File: src/rtl/adcseq_pkg.sv
package adcseq_pkg;

    typedef enum logic [3:0] {
        S_IDLE,
        S_POLL_RD,
        S_POLL_GAP,
        S_EN_RD,
        S_EN_WR,
        S_CH_WR,
        S_BUF_RD,
        S_BUF_WR,
        S_GO_RD,
        S_GO_WR,
        S_EOC_WAIT,
        S_LO_RD,
        S_HI_RD,
        S_OFF_WR,
        S_ABORT_WR
    } seq_state_e;

    // Register addresses decoded by the converter
    localparam logic [7:0] REG_CTL1 = 8'h00;
    localparam logic [7:0] REG_CTL2 = 8'h01;
    localparam logic [7:0] REG_STAT = 8'h04;
    localparam logic [7:0] REG_DLO  = 8'h05;
    localparam logic [7:0] REG_DHI  = 8'h06;

    // Control bit masks
    localparam logic [7:0] CTL1_PWR    = 8'h01;
    localparam logic [7:0] CTL1_GO     = 8'h04;
    localparam logic [7:0] CTL1_BUF    = 8'h40;
    localparam logic [7:0] CTL1_ISENSE = 8'h80;
    localparam logic [7:0] CTL2_AVG16  = 8'h60;
    localparam logic [7:0] STAT_BUSY   = 8'h01;

    function automatic logic is_read_state(seq_state_e s);
        return (s == S_POLL_RD) || (s == S_EN_RD) || (s == S_BUF_RD) ||
               (s == S_GO_RD) || (s == S_LO_RD) || (s == S_HI_RD);
    endfunction

    function automatic logic is_write_state(seq_state_e s);
        return (s == S_EN_WR) || (s == S_CH_WR) || (s == S_BUF_WR) ||
               (s == S_GO_WR) || (s == S_OFF_WR) || (s == S_ABORT_WR);
    endfunction

endpackage

File: src/rtl/adcseq_tick_timer.sv
module adcseq_tick_timer #(
    parameter int CNT_W = 4
) (
    input  logic             clk,
    input  logic             rst_n,
    input  logic             run,
    input  logic             tick,
    input  logic [CNT_W-1:0] limit,
    output logic             expired
);
    logic [CNT_W-1:0] cnt_d, cnt_q;

    always_comb begin
        cnt_d = cnt_q;
        if (!run) begin
            cnt_d = '0;
        end else if (tick && (cnt_q != limit)) begin
            cnt_d = cnt_q + 1'b1;
        end
    end

    always_ff @(posedge clk or negedge rst_n) begin
        if (!rst_n) cnt_q <= '0;
        else        cnt_q <= cnt_d;
    end

    assign expired = run && (cnt_q == limit);

    AST_TMR_CAP: assert property (@(posedge clk) disable iff (!rst_n)
        run |-> (cnt_q <= limit));

endmodule

File: src/rtl/adcseq_poll_budget.sv
module adcseq_poll_budget #(
    parameter int POLL_MAX = 10
) (
    input  logic clk,
    input  logic rst_n,
    input  logic clear,
    input  logic bump,
    output logic last
);
    localparam int BUD_W = $clog2(POLL_MAX + 1);
    localparam logic [BUD_W-1:0] LAST_IDX = BUD_W'(POLL_MAX - 1);

    logic [BUD_W-1:0] cnt_d, cnt_q;

    always_comb begin
        cnt_d = cnt_q;
        if (clear)     cnt_d = '0;
        else if (bump) cnt_d = cnt_q + 1'b1;
    end

    always_ff @(posedge clk or negedge rst_n) begin
        if (!rst_n) cnt_q <= '0;
        else        cnt_q <= cnt_d;
    end

    assign last = (cnt_q == LAST_IDX);

    AST_BUDGET_CAP: assert property (@(posedge clk) disable iff (!rst_n)
        cnt_q <= LAST_IDX);

    AST_NO_BUMP_AT_LAST: assert property (@(posedge clk) disable iff (!rst_n)
        (last && !clear) |-> !bump);

endmodule

File: src/rtl/adcseq_bus_drive.sv
module adcseq_bus_drive
    import adcseq_pkg::*;
#(
    parameter int CH_W = 5
) (
    input  seq_state_e      state,
    input  logic [CH_W-1:0] chan,
    input  logic [7:0]      shadow,
    input  logic            isense,
    output logic            re,
    output logic            we,
    output logic [7:0]      addr,
    output logic [7:0]      wdata
);
    always_comb begin
        re    = is_read_state(state);
        we    = is_write_state(state);
        addr  = REG_CTL1;
        wdata = 8'h00;
        unique case (state)
            S_POLL_RD:  addr = REG_STAT;
            S_EN_RD,
            S_BUF_RD,
            S_GO_RD:    addr = REG_CTL1;
            S_EN_WR:    wdata = shadow | CTL1_PWR;
            S_CH_WR: begin
                addr  = REG_CTL2;
                wdata = 8'(chan) | CTL2_AVG16;
            end
            S_BUF_WR:   wdata = shadow | CTL1_BUF | (isense ? CTL1_ISENSE : 8'h00);
            S_GO_WR:    wdata = shadow | CTL1_GO;
            S_LO_RD:    addr = REG_DLO;
            S_HI_RD:    addr = REG_DHI;
            S_OFF_WR,
            S_ABORT_WR: wdata = 8'h00;
            default: begin
                addr  = REG_CTL1;
                wdata = 8'h00;
            end
        endcase
    end
endmodule

File: src/rtl/adc_conv_seq.sv
module adc_conv_seq
    import adcseq_pkg::*;
#(
    parameter int CH_W        = 5,
    parameter int POLL_MAX    = 10,
    parameter int POLL_GAP    = 10,
    parameter int EOC_TIMEOUT = 2000,
    parameter int ISENSE_CH_A = 9,
    parameter int ISENSE_CH_B = 14
) (
    input  logic            clk,
    input  logic            rst_n,
    input  logic            start,
    input  logic [CH_W-1:0] chan,
    input  logic            tick,
    input  logic            eoc,
    output logic [7:0]      bus_addr,
    output logic [7:0]      bus_wdata,
    output logic            bus_we,
    output logic            bus_re,
    input  logic [7:0]      bus_rdata,
    input  logic            bus_ack,
    input  logic            bus_err,
    output logic            busy,
    output logic            done,
    output logic            error,
    output logic [15:0]     result
);
    localparam int TMR_MAX = (POLL_GAP > EOC_TIMEOUT) ? POLL_GAP : EOC_TIMEOUT;
    localparam int TMR_W   = $clog2(TMR_MAX + 1);
    localparam logic [TMR_W-1:0] GAP_LIM = TMR_W'(POLL_GAP);
    localparam logic [TMR_W-1:0] TMO_LIM = TMR_W'(EOC_TIMEOUT);
    localparam logic [CH_W-1:0]  ISA     = CH_W'(ISENSE_CH_A);
    localparam logic [CH_W-1:0]  ISB     = CH_W'(ISENSE_CH_B);

    typedef struct packed {
        seq_state_e      state;
        logic [CH_W-1:0] chan;
        logic [7:0]      shadow;
        logic [7:0]      lo;
        logic [15:0]     result;
        logic            done;
        logic            error;
    } seq_regs_t;

    seq_regs_t d, q;

    logic             tmr_run;
    logic [TMR_W-1:0] tmr_limit;
    logic             tmr_expired;
    logic             bud_clear;
    logic             bud_bump;
    logic             bud_last;
    logic             isense;
    logic             xfer_ok;
    logic             xfer_bad;

    assign isense   = (q.chan == ISA) || (q.chan == ISB);
    assign xfer_bad = (bus_re || bus_we) && bus_err;
    assign xfer_ok  = (bus_re || bus_we) && bus_ack && !bus_err;

    assign tmr_run   = (q.state == S_POLL_GAP) || (q.state == S_EOC_WAIT);
    assign tmr_limit = (q.state == S_POLL_GAP) ? GAP_LIM : TMO_LIM;

    adcseq_tick_timer #(
        .CNT_W (TMR_W)
    ) u_timer (
        .clk     (clk),
        .rst_n   (rst_n),
        .run     (tmr_run),
        .tick    (tick),
        .limit   (tmr_limit),
        .expired (tmr_expired)
    );

    adcseq_poll_budget #(
        .POLL_MAX (POLL_MAX)
    ) u_budget (
        .clk   (clk),
        .rst_n (rst_n),
        .clear (bud_clear),
        .bump  (bud_bump),
        .last  (bud_last)
    );

    adcseq_bus_drive #(
        .CH_W (CH_W)
    ) u_bus (
        .state  (q.state),
        .chan   (q.chan),
        .shadow (q.shadow),
        .isense (isense),
        .re     (bus_re),
        .we     (bus_we),
        .addr   (bus_addr),
        .wdata  (bus_wdata)
    );

    // Next-state computation
    always_comb begin
        d         = q;
        d.done    = 1'b0;
        d.error   = 1'b0;
        bud_clear = 1'b0;
        bud_bump  = 1'b0;

        unique case (q.state)
            S_IDLE: begin
                bud_clear = 1'b1;
                if (start) begin
                    d.state = S_POLL_RD;
                    d.chan  = chan;
                end
            end

            S_POLL_RD: begin
                if (xfer_bad) begin
                    d.state = S_ABORT_WR;
                end else if (xfer_ok) begin
                    if ((bus_rdata & STAT_BUSY) == 8'h00) begin
                        d.state = S_EN_RD;
                    end else if (bud_last) begin
                        d.state = S_ABORT_WR;
                    end else begin
                        bud_bump = 1'b1;
                        d.state  = S_POLL_GAP;
                    end
                end
            end

            S_POLL_GAP: begin
                if (tmr_expired) d.state = S_POLL_RD;
            end

            S_EN_RD, S_BUF_RD, S_GO_RD: begin
                if (xfer_bad) begin
                    d.state = S_ABORT_WR;
                end else if (xfer_ok) begin
                    d.shadow = bus_rdata;
                    unique case (q.state)
                        S_EN_RD:  d.state = S_EN_WR;
                        S_BUF_RD: d.state = S_BUF_WR;
                        default:  d.state = S_GO_WR;
                    endcase
                end
            end

            S_EN_WR: begin
                if (xfer_bad)     d.state = S_ABORT_WR;
                else if (xfer_ok) d.state = S_CH_WR;
            end

            S_CH_WR: begin
                if (xfer_bad)     d.state = S_ABORT_WR;
                else if (xfer_ok) d.state = S_BUF_RD;
            end

            S_BUF_WR: begin
                if (xfer_bad)     d.state = S_ABORT_WR;
                else if (xfer_ok) d.state = S_GO_RD;
            end

            S_GO_WR: begin
                if (xfer_bad)     d.state = S_ABORT_WR;
                else if (xfer_ok) d.state = S_EOC_WAIT;
            end

            S_EOC_WAIT: begin
                if (eoc)              d.state = S_LO_RD;
                else if (tmr_expired) d.state = S_ABORT_WR;
            end

            S_LO_RD: begin
                if (xfer_bad) begin
                    d.state = S_ABORT_WR;
                end else if (xfer_ok) begin
                    d.lo    = bus_rdata;
                    d.state = S_HI_RD;
                end
            end

            S_HI_RD: begin
                if (xfer_bad) begin
                    d.state = S_ABORT_WR;
                end else if (xfer_ok) begin
                    d.result = {bus_rdata, q.lo};
                    d.state  = S_OFF_WR;
                end
            end

            S_OFF_WR: begin
                if (xfer_bad) begin
                    d.state = S_ABORT_WR;
                end else if (xfer_ok) begin
                    d.state = S_IDLE;
                    d.done  = 1'b1;
                end
            end

            S_ABORT_WR: begin
                if (xfer_bad || xfer_ok) begin
                    d.state = S_IDLE;
                    d.error = 1'b1;
                end
            end

            default: d.state = S_IDLE;
        endcase
    end

    always_ff @(posedge clk or negedge rst_n) begin
        if (!rst_n) begin
            q.state  <= S_IDLE;
            q.chan   <= '0;
            q.shadow <= '0;
            q.lo     <= '0;
            q.result <= '0;
            q.done   <= 1'b0;
            q.error  <= 1'b0;
        end else begin
            q <= d;
        end
    end

    assign busy   = (q.state != S_IDLE);
    assign done   = q.done;
    assign error  = q.error;
    assign result = q.result;

    AST_RW_EXCL: assert property (@(posedge clk) disable iff (!rst_n)
        !(bus_re && bus_we));

    AST_REQ_HOLD: assert property (@(posedge clk) disable iff (!rst_n)
        ((bus_re || bus_we) && !bus_ack && !bus_err) |=>
        ((bus_re || bus_we) && $stable(bus_addr) && $stable(bus_wdata)));

    AST_DONE_PULSE: assert property (@(posedge clk) disable iff (!rst_n)
        done |=> !done);

    AST_ERR_PULSE: assert property (@(posedge clk) disable iff (!rst_n)
        error |=> !error);

    AST_END_EXCL: assert property (@(posedge clk) disable iff (!rst_n)
        !(done && error));

    AST_ERR_AFTER_SHUT: assert property (@(posedge clk) disable iff (!rst_n)
        $rose(error) |-> $past(bus_we && (bus_addr == REG_CTL1) && (bus_wdata == 8'h00)));

    AST_DONE_AFTER_OFF: assert property (@(posedge clk) disable iff (!rst_n)
        $rose(done) |-> $past(bus_we && (bus_addr == REG_CTL1) && (bus_wdata == 8'h00) && bus_ack));

    AST_HI_AFTER_LO: assert property (@(posedge clk) disable iff (!rst_n)
        (bus_re && (bus_addr == REG_DHI) && !$past(bus_re && (bus_addr == REG_DHI))) |->
        $past(bus_re && (bus_addr == REG_DLO) && bus_ack));

    AST_START_IGNORED: assert property (@(posedge clk) disable iff (!rst_n)
        (busy && start) |=> $stable(q.chan));

endmodule

File: config.mk
export PLATFORM = sky130hd
export DESIGN_NAME = adc_conv_seq
export DESIGN_NICKNAME = d
export VERILOG_FILES = /design/src/rtl/adcseq_pkg.sv /design/src/rtl/adcseq_tick_timer.sv /design/src/rtl/adcseq_poll_budget.sv /design/src/rtl/adcseq_bus_drive.sv /design/src/rtl/adc_conv_seq.sv
export SDC_FILE = /design/constraint.sdc
export NUM_CORES = 1
export LEC_CHECK = 0
export ABC_CLOCK_PERIOD_IN_PS = 1540
export BUFFER_PORTS_ARGS = -buffer_cell sky130_fd_sc_hd__buf_2
export CAP_MARGIN = 20
export CORE_MARGIN = 2
export CORE_UTILIZATION = 33
export DETAILED_ROUTE_END_ITERATION = 12
export SLEW_MARGIN = 20
export SYNTH_ARGS = -nofsm -noshare
export SYNTH_HDL_FRONTEND = slang
export SYNTH_SLANG_ARGS = --single-unit
File: constraint.sdc
create_clock -name clk -period 1.54 [get_ports clk]
set_input_delay 0.154 -clock clk [delete_from_list [all_inputs] [get_ports clk]]
set_output_delay 0.154 -clock clk [all_outputs]
set_load 0.01 [all_outputs]
==> results of run 1 <==
==> cells in the mapped netlist (2+ instances only) <==
library cell,number,area share [%]
nor2b_1,3,0.57
nand2_1,21,2.4
buf_4,24,5.5
nand3_1,7,1.1
o22ai_1,5,0.95
ha_1,3,1.1
o21ai_1,2,0.30
o211ai_1,2,0.46
nor2_1,31,3.5
xor2_1,8,2.1
o221a_2,2,0.68
mux2i_1,3,0.91
nand3b_1,2,0.46
nand4_1,5,0.95
a32o_1,2,0.61
clkbuf_1,7,0.80
nor3_1,4,0.61
and4_1,2,0.53
a21o_1,2,0.46
nor4b_1,2,0.53
a22oi_1,5,1.1
nor3_4,2,0.99
buf_6,2,0.68
mux2_2,38,13
or3_1,3,0.57
nand2b_1,3,0.57
o21ai_0,18,2.7
dfrtp_1,58,44
inv_1,6,0.68
a31oi_1,2,0.38
a21oi_1,15,2.3
buf_2,6,0.91
xnor2_1,3,0.80
==> report_power, final <==
part	switching, uW	internal, uW	leakage, uW
logic	2520	2960	0.00144
registers	464	2080	0.000749
clock network	664	586	0.0000827
==> repair_timing <==
action | CTS | global route
endpoints found under the hold margin | 16 | 0
endpoints found under the setup margin | 63 | 64
pin swaps | 22 | 17
resized for setup | 76 | 31
gates cloned | 1 | 0
hold buffers | 1 | 0
buffers inserted | 30 | 6
==> logic make-up (layout without fill, tap and decap cells) <==
logic type / after synthesis / in the layout / share of synthesized area [%]
simple gates: 98 / 98 / 16.4
compound gates: 63 / 63 / 12.5
flops: 58 / 58 / 44.1
buf+inv: 46 / 163 / 8.66
mux: 42 / 42 / 14.2
xor+xnor: 11 / 11 / 2.93
fa+ha+maj: 3 / 3 / 1.14
other cells: 1 / 5 / 0.114
==> path summary, 6_finish.rpt <==
check | from | slack (ns) | cells after the start | to
hold reg to reg | result[3] | 0.50 | 1 | result[3]
max in group asynchronous | rst_n | 0.68 | 3 | q[40]
setup reg to reg | q[41] | -0.37 | 7 | q[42]
min in group asynchronous | rst_n | 0.28 | 2 | u_budget.cnt_q[2]
setup / recovery | q[41] | -0.37 | 7 | q[42]
hold / removal | chan[4] | 0.05 | 2 | q[38]
==> routing by layer <==
metal  track usage (%)  vias up  wire length [um]
met1              20.8     1417              3980
met2              27.4       93              4510
met4              7.05        0               241
met3              3.70       25               468
li1                  -     1354                 -
met5                 0        -                 0
==> metrics by stage <==
stage,total power (uW),instances,util [%],TNS (ns)
floorplan,5090,326,-,-0.729
global placement,6220,524,40.5,-9.70
detailed placement,6270,524,40.5,-11.68
CTS,8730,572,47.7,-9.46
global route,9800,576,49.2,-15.10
finish,9270,576,49.2,-12.14
==> layout make-up <==
cell class	count	area share [%]
Timing Repair Buffer	140	23.2
Clock buffer	10	2.67
Clock inverter	6	0.888
Sequential cell	58	30.4
Multi-Input combinational cell	222	38.7
Tap cell	133	3.48
Inverter	7	0.653
==> critical path: stages (launching register included) <==
cell      delay [ns]
dfrtp_2         0.48
buf_6           0.15
buf_6           0.13
nor4b_4         0.29
nand4b_1        0.18
nand2_2         0.10
o21ai_4         0.16
mux2_4          0.31
==> state kept, by name, summed over array words and instances (netlist names) <==
signal / cells
u_budget.cnt_q: 4
done: 1
u_timer.cnt_q: 11
error: 1
q: 25
result: 16
==> summary.md, run 1 <==
| Metric | Value |
|---|---|
| Outcome | finished with violations |
| Failing checks | setup timing |
| WP data required | 1.77 ns |
| CTS Buf Count | 9 |
| Total of max-cap violations | 0 |
| TritonCTS clock tree | done |
| Avg WL per Cell | between 15 and 20 um |
| Clock Tree Buf Depth | 2 |
| Syn Area/Cell | around 10 um^2 |
| Dpl cell area | 3950 um^2 |
| Initial antenna violation count | 0 |
| Sequential Area | around 1500 um^2 |
| Largest net degree at the start of global routing | 43 |
| Number of flops mapped to enable cells by yosys | 0 |
| Worst VDD drop | a little under 1000 uV |
| Worst skew pair latency | ~0.35 ns |
| Chip Height | roughly 100 um |
| Unrepaired setup endpoints after global routing | yes |
| Port Buffers | between 50 and 60 |
| Gr usage total | ~17% |
| Pre-CTS setup slack | -0.271 ns |
| Worst Setup Path Type | reg -> reg |
| Reg clk slew, reported paths | 0.07 ns |
| DRT Pass-1 Iters | 4 |
| Max frequency | 523 MHz |
| DR iter-0 viols | between 100 and 150 |
| Post-synthesis cell type count | 57 |
| Hold Crit Class | in -> reg |
| Commonest non-fill, non-tap cell in the layout | buf_4 |
| Fill cell count | a little under 900 |
| Main synth FF type | dfrtp_1 |
| Crit Path Max Fanout | 6 |
| Number of setup violations in the final report | 57 |
| Routability-driven placement congestion ratio | about 0.86 |
| Fin. max-slew vios | 0 |
| Starting Density | around 34% |
| I/O pins | 57 |
| Cells after Synth | around 320 |
| Drt total wl | ~9 mm |
| Asr flop ratio synth | 100% |
| Layout cells sized above 1 | a little under three fifths |
| DR DRC count | 0 |
| Highest-count cells in the layout ignoring fill and taps | 55 x buf_4, 54 x dfrtp_1, 49 x buf_2, 29 x buf_6 |
| Tcrit/Tclk final | 124% |
| Synthesized area | 3290 um^2 |
| Power per cell area | between 1500 and 2000 nW/um^2 |
| Worst path arrival time | between 2 and 2.5 ns |
| Vias in the first global route | slightly below 3000 |
| Clock skew | slightly above 0.008 ns |
| Final hold violations | 0 |
| Area Overhead vs Synth | 45.4% |
| HPWL after detailed placement | 5.65 mm |
| Die Span X | just over 100 um |
| Final instance area | 4790 um^2 |
| Via count | between 2000 and 3000 |
| H-tree Lvls | 3 |
| Clock sinks | 58 |
| Area of the die | between 10000 and 15000 um^2 |
| Setup crit end kind | flop |
| Static Leakage | ~0.0023 uW |
| Global route overflow | 0 |
| Root Driver | clkbuf_8 |
| Hold WS | 0.0490 ns |
| Crit path time final | about 1.9 ns |
| Ys Warns | 0 |
| Critical Path Start Type | flop |
| ANT nets after route | 0 |
| Synth Register Bits | between 50 and 60 |
| Diodes inserted | 0 |
| Nets | approximately 460 |
| Seq/Total Area, Yosys | approximately 44% |
| Vias per inst | approximately 5 |
| Std cell rows | 36 |
| Setup ws final | -0.372 ns |
| Area of the multi-input gates | around 1900 um^2 |
| CORE AREA | 9730 um^2 |
| First-pass GRT wire length | 14.3 mm |
No activity file was read; power rests on OpenSTA's default activity.
==> run 2, diff against run 1 <==
PLACE_DENSITY_LB_ADDON = 0.3   (was default)
==> summary.md, run 2 (synthesized netlist as in run 1, its figures left out) <==
| Metric | Value |
|---|---|
| Biggest regs | q: 25 flops, result: 16 flops, u_timer.cnt_q: 11 flops |
| Cell family with most CP delay | compound AO/OA/AOI/OAI gates |
| Via count | approximately 3100 |
| Clock Tree Buf Depth | 2 |
| Most flops, register | q |
| Commonest non-fill, non-tap cell in the layout | buf_4 |
| Final hold violations | 0 |
| ANT nets after route | 0 |
| DR iter-0 viols | ~140 |
| Global route overflow | 0 |
| First-pass GRT wire length | roughly 15 mm |
| Nets | roughly 480 |
| DR DRC count | 0 |
| Reg clk slew, reported paths | about 0.080 ns |
| Fin. max-slew vios | 0 |
| H-tree Lvls | 3 |
| Reg2reg start | q[42] |
| Failing checks | setup timing |
| Dpl cell area | 4030 um^2 |
| RR Endpoint | q[39] |
| Worst VDD drop | ~940 uV |
| Clock skew | around 0.0078 ns |
| Static Leakage | ~0.0025 uW |
| Min-Delay Endpoint | q[37] |
| I/O pins | 57 |
| Chip Height | slightly above 100 um |
| HPWL after detailed placement | 5.82 mm |
| Gr usage total | approximately 18% |
| Setup ws final | -0.455 ns |
| Clock sinks | 58 |
| Hold Crit Class | in -> reg |
| Port Buffers | between 50 and 60 |
| Final instance area | between 5000 and 6000 um^2 |
| Worst Setup Path Type | reg -> reg |
| CTS Buf Count | 9 |
| Diodes inserted | 0 |
| Vias per inst | about 5 |
| R2R cell count | 8 |
| Area Overhead vs Synth | 56.7% |
| Highest-count cells in the layout ignoring fill and taps | 70 x buf_4, 54 x dfrtp_1, 48 x buf_2, 39 x buf_6 |
| Critical Path Start Type | flop |
| Worst path cell trace | buf_6 > or2_4 > buf_6 > buf_4 > o31a_1 > o22ai_1 > a22oi_1 > mux2i_1 |
| Slowest stage delay, CP | between 0.4 and 0.5 ns |
| Outcome | finished with violations |
| Worst R2R Setup Slack | -0.46 ns |
| Crit Path Max Fanout | 6 |
| Buf/Inv on CP | 3 |
| Number of setup violations in the final report | 62 |
| Hold_sp | chan[3] |
| CORE AREA | 9730 um^2 |
| Vias in the first global route | about 3100 |
| Critical path's most frequent cell | buf_6 |
| Max frequency | 501 MHz |
| Critical Path Slowest Stage Cell | dfrtp_2 |
| DRT Pass-1 Iters | 4 |
| Fill cell count | between 800 and 900 |
| Avg WL per Cell | around 17 um |
| Hold path cells | 2 |
| Total power | 10500 uW |
| Largest net degree at the start of global routing | 59 |
| Total of max-cap violations | 0 |
| Root Driver | clkbuf_8 |
| Area of the die | between 10000 and 15000 um^2 |
| Routability-driven placement congestion ratio | approximately 0.83 |
| Worst path arrival time | roughly 2.2 ns |
| Power per cell area | just over 2000 nW/um^2 |
| Drt total wl | roughly 10 mm |
| Unrepaired setup endpoints after global routing | yes |
| Worst skew pair latency | roughly 0.35 ns |
| WP data required | ~1.8 ns |
| Die Span X | ~100 um |
| Std cell rows | 36 |
| Layout cells sized above 1 | ~60% |
| Starting Density | 33.8% |
| Initial antenna violation count | 0 |
| Max reg flops | 25 |
| Tcrit/Tclk final | 130% |
| TritonCTS clock tree | done |
| Crit path time final | approximately 2 ns |
| Setup crit end kind | flop |
==> run 2: cell count changes in the layout (fill, tap and decap cells not counted), sizes merged <==
cell | previous run | this run
bufinv | 0 | 2
clkbuf | 10 | 9
buf | 139 | 162
clkinvlp | 2 | 1
==> run 2: worst max-delay path by stage <==
| stage | slack (ns) | startpoint | cells after the start | endpoint |
|---|---|---|---|---|
| after global placement | -0.30 | q[39] | 5 | q[42] |
| after floorplan | -0.07 | q[41] | 6 | q[42] |
| final | -0.46 | q[42] | 8 | q[39] |
| after global routing | -0.51 | q[41] | 8 | q[39] |
| after detailed placement | -0.28 | q[39] | 5 | q[42] |
| after CTS | -0.33 | q[42] | 8 | bus_wdata[4] |
==> run 2: through the flow <==
step | setup WS, ns | hold WS, ns | TNS [ns] | cells | util [%]
global route | -0.511 | 0.0306 | -16.50 | 599 | 53.0
CTS | -0.329 | 0.0301 | -8.40 | 583 | 49.0
finish | -0.455 | 0.0364 | -13.79 | 599 | 53.0
global placement | -0.296 | 0.181 | -9.22 | 537 | 41.4
floorplan | -0.0745 | -0.142 | -0.729 | 326 | -
detailed placement | -0.279 | 0.185 | -8.23 | 537 | 41.4
==> run 2: where the power goes <==
group,internal (uW),switching [uW]
Sequential,2080,475
Combinational,3490,2820
Clock,924,699
==> run 2: metal layers <==
metal  part of all wire, %  vias to the layer above  GRT usage [%]
met1                    42                     1502           21.8
met2                    50                      110           29.5
met5                     0                        -              0
met3                   4.9                       36           3.76
li1                      -                     1408              -
met4                   3.1                        0           8.20
==> run 2: worst register-to-register path: cells and delay by family (launching register included) <==
kind / cells / cell delay (ns)
AO/OA/AOI/OAI: 3 / 0.51
flip-flops: 1 / 0.48
buffers and inverters: 3 / 0.41
AND/OR/NAND/NOR: 1 / 0.25
multiplexers: 1 / 0.23
==> run 2: final cells by class <==
type | count | area (um^2) | area share (%)
Tap cell | 133 | 166 | 3.22
Sequential cell | 58 | 1460 | 28.2
Inverter | 7 | 28.8 | 0.558
Timing Repair Buffer | 163 | 1310 | 25.4
Clock inverter | 7 | 103 | 1.99
Multi-Input combinational cell | 222 | 1970 | 38.2
Clock buffer | 9 | 124 | 2.40
==> run 2: what timing repair did <==
item	4_1_cts	5_1_grt
gates resized for setup	74	66
hold buffers	1	0
buffers inserted	30	15
pin swaps	27	31
endpoints found under the setup margin	63	63
gates cloned	0	1
endpoints found under the hold margin	58	0
